### config.mk
export PLATFORM = sky130hd
export DESIGN_NAME = lramp_seq
export DESIGN_NICKNAME = d
export VERILOG_FILES = /design/src/rtl/lramp_pkg.sv /design/src/rtl/lramp_cfg.sv /design/src/rtl/lramp_chan.sv /design/src/rtl/lramp_seq.sv
export SDC_FILE = /design/constraint.sdc
export NUM_CORES = 1
export LEC_CHECK = 0
export BUFFER_PORTS_ARGS = -buffer_cell sky130_fd_sc_hd__buf_2
export CAP_MARGIN = 20
export CORE_MARGIN = 2
export CORE_UTILIZATION = 55
export DETAILED_ROUTE_END_ITERATION = 7
export PLACE_DENSITY = 0.81
export SYNTH_ARGS = -nofsm -noshare
export SYNTH_HDL_FRONTEND = slang
export SYNTH_SLANG_ARGS = --single-unit
### constraint.sdc
create_clock -name clk -period 6.12 [get_ports clk]
set_input_delay 0.612 -clock clk [delete_from_list [all_inputs] [get_ports clk]]
set_output_delay 0.612 -clock clk [all_outputs]
set_load 0.05 [all_outputs]
### src/rtl/lramp_pkg.sv
// Package: shared constants for the LUT ramp sequencer.
// Assumes an 8-bit write address space split into a table half and a
// channel-register half.
package lramp_pkg;

    localparam int ADDR_W = 8;
    localparam int DATA_W = 16;
    localparam int IDX_W  = 8;

    // Mode flags; bit positions are software-visible
    typedef struct packed {
        logic up;      // bit 4: start at low index and move up
        logic rpt;     // bit 3: loop forever
        logic pp;      // bit 2: ping-pong turn-around
        logic p_hi;    // bit 1: pause at high end
        logic p_lo;    // bit 0: pause at low end
    } mode_t;

    localparam int MODE_W = $bits(mode_t);

    localparam logic [3:0] REG_MODE = 4'd0;
    localparam logic [3:0] REG_LO   = 4'd1;
    localparam logic [3:0] REG_HI   = 4'd2;
    localparam logic [3:0] REG_STEP = 4'd3;
    localparam logic [3:0] REG_PHI  = 4'd4;
    localparam logic [3:0] REG_PLO  = 4'd5;

    localparam logic [ADDR_W-1:0] START_ADDR = 8'h70;

endpackage

### src/rtl/lramp_cfg.sv
// Module: configuration store and brightness table for the ramp sequencer.
// Decodes the write port into per-channel settings, the shared table and a
// combinational start vector. Assumes NUM_CH <= 7 (group 7 holds the start
// register) and LUT_DEPTH <= 128.
module lramp_cfg
    import lramp_pkg::*;
#(
    parameter int NUM_CH    = 3,
    parameter int LUT_DEPTH = 16,
    parameter int DUTY_W    = 9,
    parameter int STEP_W    = 9,
    parameter int PAUSE_W   = 8
) (
    input  logic                                   clk,
    input  logic                                   rst_n,
    input  logic                                   wr_en,
    input  logic [ADDR_W-1:0]                      wr_addr,
    input  logic [DATA_W-1:0]                      wr_data,
    output mode_t [NUM_CH-1:0]                     mode_o,
    output logic  [NUM_CH-1:0][IDX_W-1:0]          lo_o,
    output logic  [NUM_CH-1:0][IDX_W-1:0]          hi_o,
    output logic  [NUM_CH-1:0][STEP_W-1:0]         step_o,
    output logic  [NUM_CH-1:0][PAUSE_W-1:0]        phi_o,
    output logic  [NUM_CH-1:0][PAUSE_W-1:0]        plo_o,
    output logic  [LUT_DEPTH-1:0][DUTY_W-1:0]      lut_o,
    output logic  [NUM_CH-1:0]                     start_o
);

    localparam int GRP_W = 3;

    logic                tbl_sel;
    logic [GRP_W-1:0]    grp;
    logic [3:0]          rsel;
    logic                unused_data;

    assign tbl_sel     = wr_addr[ADDR_W-1];
    assign grp         = wr_addr[6:4];
    assign rsel        = wr_addr[3:0];
    assign unused_data = ^wr_data;

    // Start vector: one write launches all selected channels together
    always_comb begin
        start_o = '0;
        if (wr_en && wr_addr == START_ADDR) start_o = wr_data[NUM_CH-1:0];
    end

    for (genvar e = 0; e < LUT_DEPTH; e++) begin : g_lut
        // Table entry e: written at 0x80+e
        always_ff @(posedge clk) begin
            if (!rst_n)                                   lut_o[e] <= '0;
            else if (wr_en && tbl_sel &&
                     wr_addr[ADDR_W-2:0] == (ADDR_W-1)'(e)) lut_o[e] <= wr_data[DUTY_W-1:0];
        end
    end

    for (genvar c = 0; c < NUM_CH; c++) begin : g_ch
        logic hit;
        assign hit = wr_en && !tbl_sel && grp == GRP_W'(c);

        // Per-channel settings, one register per address
        always_ff @(posedge clk) begin
            if (!rst_n) begin
                mode_o[c] <= '0;
                lo_o[c]   <= '0;
                hi_o[c]   <= '0;
                step_o[c] <= STEP_W'(1);
                phi_o[c]  <= '0;
                plo_o[c]  <= '0;
            end else if (hit) begin
                case (rsel)
                    REG_MODE: mode_o[c] <= mode_t'(wr_data[MODE_W-1:0]);
                    REG_LO:   lo_o[c]   <= wr_data[IDX_W-1:0];
                    REG_HI:   hi_o[c]   <= wr_data[IDX_W-1:0];
                    REG_STEP: step_o[c] <= wr_data[STEP_W-1:0];
                    REG_PHI:  phi_o[c]  <= wr_data[PAUSE_W-1:0];
                    REG_PLO:  plo_o[c]  <= wr_data[PAUSE_W-1:0];
                    default:  ;
                endcase
            end
        end
    end

endmodule

### src/rtl/lramp_chan.sv
// Module: one playback channel of the ramp sequencer.
// Walks a table window at tick_en pace, applying end pauses, wrap or
// ping-pong turn-around, or one-shot stop. Assumes LUT_DEPTH is a power of
// two, so the low index bits always address a real entry.
module lramp_chan
    import lramp_pkg::*;
#(
    parameter int LUT_DEPTH = 16,
    parameter int DUTY_W    = 9,
    parameter int STEP_W    = 9,
    parameter int PAUSE_W   = 8
) (
    input  logic                              clk,
    input  logic                              rst_n,
    input  logic                              tick_en,
    input  logic                              start,
    input  mode_t                             mode,
    input  logic [IDX_W-1:0]                  lo_raw,
    input  logic [IDX_W-1:0]                  hi_raw,
    input  logic [STEP_W-1:0]                 step,
    input  logic [PAUSE_W-1:0]                p_hi,
    input  logic [PAUSE_W-1:0]                p_lo,
    input  logic [LUT_DEPTH-1:0][DUTY_W-1:0]  lut,
    output logic [DUTY_W-1:0]                 duty,
    output logic                              stb,
    output logic                              busy,
    output logic                              done
);

    localparam int               LUT_AW   = $clog2(LUT_DEPTH);
    localparam logic [IDX_W-1:0] LAST_IDX = IDX_W'(LUT_DEPTH - 1);

    logic [IDX_W-1:0]   idx, lo_c, hi_c, win_lo, win_hi;
    logic [IDX_W-1:0]   start_idx, step_idx, wrap_idx, ld_idx;
    logic               up, wrap_up, ld_up, ld, stop, pause_ld;
    logic               at_end, last_tick, pause_en;
    logic [STEP_W-1:0]  tcnt, step_e;
    logic [PAUSE_W-1:0] pcnt, pause_val;

    // Window limits: clamp to the table, equal or inverted means full sweep
    always_comb begin
        lo_c = (lo_raw > LAST_IDX) ? LAST_IDX : lo_raw;
        hi_c = (hi_raw > LAST_IDX) ? LAST_IDX : hi_raw;
        if (lo_c >= hi_c) begin
            win_lo = '0;
            win_hi = LAST_IDX;
        end else begin
            win_lo = lo_c;
            win_hi = hi_c;
        end
    end

    // Next-index candidates for start, plain step and end-of-pass
    always_comb begin
        step_e    = (step == '0) ? STEP_W'(1) : step;
        last_tick = (tcnt == step_e - STEP_W'(1));
        at_end    = up ? (idx == win_hi) : (idx == win_lo);
        start_idx = mode.up ? win_lo : win_hi;
        step_idx  = up ? idx + IDX_W'(1) : idx - IDX_W'(1);
        pause_en  = up ? mode.p_hi : mode.p_lo;
        pause_val = up ? p_hi : p_lo;
        if (mode.pp) begin
            wrap_up  = !up;
            wrap_idx = up ? win_hi - IDX_W'(1) : win_lo + IDX_W'(1);
        end else begin
            wrap_up  = up;
            wrap_idx = up ? win_lo : win_hi;
        end
    end

    // Event decode: load a new entry, enter a pause, or stop a one-shot pass
    always_comb begin
        ld       = 1'b0;
        ld_idx   = idx;
        ld_up    = up;
        stop     = 1'b0;
        pause_ld = 1'b0;
        if (start) begin
            ld     = 1'b1;
            ld_idx = start_idx;
            ld_up  = mode.up;
        end else if (busy && tick_en && last_tick) begin
            if (pcnt == PAUSE_W'(1)) begin
                ld     = 1'b1;
                ld_idx = wrap_idx;
                ld_up  = wrap_up;
            end else if (pcnt == '0) begin
                if (at_end) begin
                    if (!mode.rpt) begin
                        stop = 1'b1;
                    end else if (pause_en && pause_val != '0) begin
                        pause_ld = 1'b1;
                    end else begin
                        ld     = 1'b1;
                        ld_idx = wrap_idx;
                        ld_up  = wrap_up;
                    end
                end else begin
                    ld     = 1'b1;
                    ld_idx = step_idx;
                end
            end
        end
    end

    // Output and position registers: updated on each load
    always_ff @(posedge clk) begin
        if (!rst_n) begin
            idx  <= '0;
            up   <= 1'b0;
            duty <= '0;
            stb  <= 1'b0;
        end else begin
            stb <= ld;
            if (ld) begin
                idx  <= ld_idx;
                up   <= ld_up;
                duty <= lut[ld_idx[LUT_AW-1:0]];
            end
        end
    end

    // Run state and pace counters
    always_ff @(posedge clk) begin
        if (!rst_n) begin
            busy <= 1'b0;
            done <= 1'b0;
            tcnt <= '0;
            pcnt <= '0;
        end else if (start) begin
            busy <= 1'b1;
            done <= 1'b0;
            tcnt <= '0;
            pcnt <= '0;
        end else if (busy && tick_en) begin
            tcnt <= last_tick ? '0 : tcnt + STEP_W'(1);
            if (last_tick) begin
                if (pcnt != '0)    pcnt <= pcnt - PAUSE_W'(1);
                else if (pause_ld) pcnt <= pause_val;
            end
            if (stop) begin
                busy <= 1'b0;
                done <= 1'b1;
            end
        end
    end

endmodule

### src/rtl/lramp_seq.sv
// Module: top of the LUT-driven brightness ramp sequencer.
// Joins the shared configuration store to NUM_CH playback channels.
// Assumes tick_en is a single-cycle pulse per millisecond.
module lramp_seq
    import lramp_pkg::*;
#(
    parameter int NUM_CH    = 3,
    parameter int LUT_DEPTH = 16,
    parameter int DUTY_W    = 9,
    parameter int STEP_W    = 9,
    parameter int PAUSE_W   = 8
) (
    input  logic                           clk,
    input  logic                           rst_n,
    input  logic                           tick_en,
    input  logic                           wr_en,
    input  logic [7:0]                     wr_addr,
    input  logic [15:0]                    wr_data,
    output logic [NUM_CH-1:0][DUTY_W-1:0]  duty_o,
    output logic [NUM_CH-1:0]              duty_stb_o,
    output logic [NUM_CH-1:0]              busy_o,
    output logic [NUM_CH-1:0]              done_o
);

    mode_t [NUM_CH-1:0]                 mode;
    logic  [NUM_CH-1:0][IDX_W-1:0]      lo, hi;
    logic  [NUM_CH-1:0][STEP_W-1:0]     step;
    logic  [NUM_CH-1:0][PAUSE_W-1:0]    phi, plo;
    logic  [LUT_DEPTH-1:0][DUTY_W-1:0]  lut;
    logic  [NUM_CH-1:0]                 start;

    lramp_cfg #(
        .NUM_CH(NUM_CH), .LUT_DEPTH(LUT_DEPTH), .DUTY_W(DUTY_W),
        .STEP_W(STEP_W), .PAUSE_W(PAUSE_W)
    ) cfg_i (
        .clk(clk), .rst_n(rst_n), .wr_en(wr_en), .wr_addr(wr_addr),
        .wr_data(wr_data), .mode_o(mode), .lo_o(lo), .hi_o(hi),
        .step_o(step), .phi_o(phi), .plo_o(plo), .lut_o(lut),
        .start_o(start)
    );

    for (genvar c = 0; c < NUM_CH; c++) begin : g_chan
        lramp_chan #(
            .LUT_DEPTH(LUT_DEPTH), .DUTY_W(DUTY_W),
            .STEP_W(STEP_W), .PAUSE_W(PAUSE_W)
        ) chan_i (
            .clk(clk), .rst_n(rst_n), .tick_en(tick_en), .start(start[c]),
            .mode(mode[c]), .lo_raw(lo[c]), .hi_raw(hi[c]), .step(step[c]),
            .p_hi(phi[c]), .p_lo(plo[c]), .lut(lut),
            .duty(duty_o[c]), .stb(duty_stb_o[c]),
            .busy(busy_o[c]), .done(done_o[c])
        );
    end

endmodule

==> flow_metrics.py <==
metrics = {
    "logic_synthesis": {
        "synth.mux.area_fraction_pct": 18.8,
        "yosys.area_share.simple_pct": 20.0,
        "postSynthRegisterBits": 396,
        "synth_top_family_by_area": "simple AND/OR/NAND/NOR gates",
        "syn_avg_cell_area_um2": 8.10,
        "synth.cell_area_um2": 24600,
        "async_reset_ff_share_pct": 0,
        "synth.lib_cells_used.distinct": 89,
        "synth_compound_area_share_pct": 17.3,
        "post_synth_fa_ha_maj_area_fraction_pct": 3.18,
        "yosysSeqAreaShare_pct": 32.2,
        "synth_flop_cell": "dfxtp_1",
        "ys.warnings.count": 0,
        "synth_xor_xnor_area_share_pct": 3.13,
        "syn-instance-count": 3038,
        "synth-edff-count": 0,
    },
    "detailed_routing": {
        "via_per_inst": 6.45,
        "antenna_left": 0,
        "dr.first_iter.drc_count": 2374,
        "drc": 0,
        "via_count": 23400,
        "detail_route.wl_per_cell_um": 20.8,
        "routed_wl_um": 75400,
        "drt_pass1_iterations": 6,
    },
    "timing": {
        "period_utilization_post_route_pct": 94.4,
        "rsz0062_at_grt": "no",
        "setup_slack_ps": 342,
        "fmax_ghz": 0.173,
        "finClkSkew_ps": 25.8,
        "slew_at_the_pin_with_the_worst_max_slew_slack_ps": 1160,
        "slew-limit-headroom_pct": 22.3,
        "layout_min_cycle_time_ps": 5780,
        "finalSetupViolations": 0,
        "setup_tns_ps": 0,
        "report.final.hold_viol_count": 0,
        "maxSlewViolCount": 0,
    },
    "critical_path": {
        "setup.worst_path.end_class": "flop",
        "crit_startpoint": "cfg_i.lo_o[4]",
        "worstSetupStartpointType": "flop",
        "regToRegSetupSlack_ps": 340,
        "arrival_ps": 6220,
        "crit_path_max_fanout": 34,
        "r2r-start": "cfg_i.lo_o[4]",
        "regToRegEndpoint": "g_chan[0].chan_i.duty[4]",
        "worstRegToRegCells": 22,
        "required_ps": 6560,
        "worst-setup-path-type": "flop to flop",
    },
    "cells_and_area": {
        "final_area_um2": 26900,
        "area.growth.synth_to_final_pct": 9.39,
        "highest_count_cells_in_the_layout_ignoring_fill_and_taps": "nor2_1 (434), mux2i_1 (419), dfxtp_1 (396), nand2_1 (251), a21oi_1 (199)",
        "fillCellCount": 3724,
        "instances_no_fill": 3632,
        "final_common_cell": "nor2_1",
        "fin_nets": 3088,
        "drive_above_1_share_pct": 8.53,
        "finalCoreUtilization_pct": 60.8,
    },
    "die": {
        "rows": 77,
        "die-height_um": 215,
        "initial_standard_cell_utilization_of_the_core_pct": 55.6,
        "die_w_um": 215,
        "die_area_um2": 46400,
        "top_level_ports": 64,
        "coreArea_um2": 44200,
    },
    "cts": {
        "worst_setup_hold_path_clk_slew_ps": 60,
        "clock_tree_from_tritoncts": "yes",
        "number_of_buffers_created_by_cts": 44,
        "max-clock-path-buffers": 3,
        "cts.sink_count": 396,
        "post_cts_resized": 0,
        "h-tree-depth": 2,
        "cts_post_setup_buffers_inserted": 0,
        "clk_root_buffer_cell": "clkbuf_16",
        "clkLatencyLatePin_ps": 590,
        "cts_hold_repair.buffers": 0,
    },
    "power_and_ir_drop": {
        "power_leakage_nw": 12.0,
        "cellPowerDensity_nw_per_um2": 215,
        "worst_vdd_rail_ir_drop_v": 0.000245,
    },
    "hold_path": {
        "worst_hold_path.num_cells": 2,
        "hp-class": "flop to flop",
        "holdCritStartpoint": "g_chan[1].chan_i.done",
        "timing.hold.worst_endpoint": "g_chan[1].chan_i.done",
    },
    "global_routing": {
        "grt_antenna_before_repair": 5,
        "wire_length_of_the_first_global_routing_pass_um": 119000,
        "grt_start_max_net_pins": 138,
        "grt_overflow": 0,
        "globalRouteTotalUtil_pct": 31.5,
        "grt_pass1_vias": 22200,
    },
    "outcome": {
        "status": "finished clean",
    },
    "run": {
        "max-cap-violations": 0,
    },
    "placement": {
        "pre_cts_slack_ps": 522,
        "postPlaceCellArea_um2": 25400,
        "routabilityCongestion": 0.976,
        "port_buffers": 56,
        "numPlacedInstances": 3546,
        "dp.final_hpwl_um": 50000,
    },
}
power breakdown:
group	total (mW)	switching, mW	internal [mW]
Combinational	0.411	0.287	0.124
Clock	2.79	1.12	1.67
Sequential	2.59	0.00516	2.58
sequential cells by signal (all words and copies together), names as in the netlist:
signal / count
cfg_i.mode_o: 15
g_chan.chan_i.idx: 24
cfg_i.lo_o: 24
g_chan.chan_i.pcnt: 24
cfg_i.phi_o: 24
g_chan.chan_i.busy: 3
g_chan.chan_i.tcnt: 27
cfg_i.step_o: 27
g_chan.chan_i.done: 3
g_chan.chan_i.duty: 27
cfg_i.lut_o: 144
cfg_i.hi_o: 24
g_chan.chan_i.stb: 3
cfg_i.plo_o: 24
g_chan.chan_i.up: 3
synth_stat cells (all sizes together), types with 18 or more instances:
cell / number / area [um2]
nand4: 26 / 163
clkbuf: 166 / 623
a211oi: 56 / 430
nand2: 251 / 942
nand3: 121 / 606
o211a: 18 / 180
xor2: 36 / 315
mux2: 29 / 360
a21o: 20 / 150
and3: 28 / 175
dfxtp: 396 / 7930
nor2: 436 / 1640
nor3: 62 / 310
o211ai: 57 / 428
nor2b: 23 / 144
o21ai: 106 / 531
xnor2: 52 / 455
mux2i: 419 / 4190
nand2b: 26 / 163
a31oi: 28 / 175
ha: 57 / 713
a21oi: 201 / 1010
nor4: 36 / 231
inv: 88 / 330
buf: 59 / 365
cells by family (layout without fill, tap and decap cells):
logic type,count (synthesis),count (layout)
flip-flops,396,396
AND/OR/NAND/NOR,1083,1083
AO/OA/AOI/OAI,642,642
XOR/XNOR,88,88
buffers and inverters,315,290
other,2,29
adder cells (fa/ha/maj),61,61
multiplexers,451,451
worst max-delay path by stage:
stage | endpoint | slack (ps)
floorplan | g_chan[0].chan_i.duty[0] | 1170
global placement | g_chan[0].chan_i.duty[5] | 590
detailed placement | g_chan[0].chan_i.duty[5] | 520
CTS | g_chan[0].chan_i.duty[5] | 490
global route | g_chan[0].chan_i.duty[2] | 30
finish | g_chan[0].chan_i.duty[4] | 340
area by class of cell:
class / instances / area (um2) / share of cell area [%]
Clock buffer: 61 / 1280 / 4.74
Tap cell: 592 / 741 / 2.75
Clock inverter: 20 / 240 / 0.893
Sequential cell: 396 / 7930 / 29.5
Antenna cell: 5 / 12.5 / 0.0465
Multi-Input combinational cell: 2349 / 15500 / 57.6
Inverter: 90 / 345 / 1.28
Timing Repair Buffer: 119 / 866 / 3.22
worst max-delay path, cell delays in order, from the launching register on:
cell and delay, ps:
dfxtp_1 320, or4_1 660, nor2_1 290, ha_1 280, nand2b_1 140, a21o_1 210, a21oi_1 200, a21o_1 260
nand2_1 220, nor2_1 220, ha_1 250, nor2_1 90, a21oi_1 50, o22ai_1 190, o21ai_0 120, o41ai_1 80
o2111a_2 290, or2_4 560, buf_12 240, a21oi_1 80, o211a_1 260, a211oi_1 430, a31oi_1 140
stage by stage:
step | total power, mW | hold WS, ps
2_1_floorplan | 2.90 | 426
3_3_place_gp | 3.02 | 437
3_5_place_dp | 3.03 | 442
4_1_cts | 5.78 | 451
5_1_grt | 5.94 | 483
6_report | 5.79 | 445
routing by layer:
layer | track usage (%) | vias up | part of all wire (%)
li1 | - | 10800 | -
met4 | 16.2 | 0 | 4.6
met1 | 41.2 | 11200 | 41
met5 | 0 | - | 0
met2 | 49.9 | 1212 | 45
met3 | 5.29 | 263 | 9.6
Power figures use the tool's default switching activity.
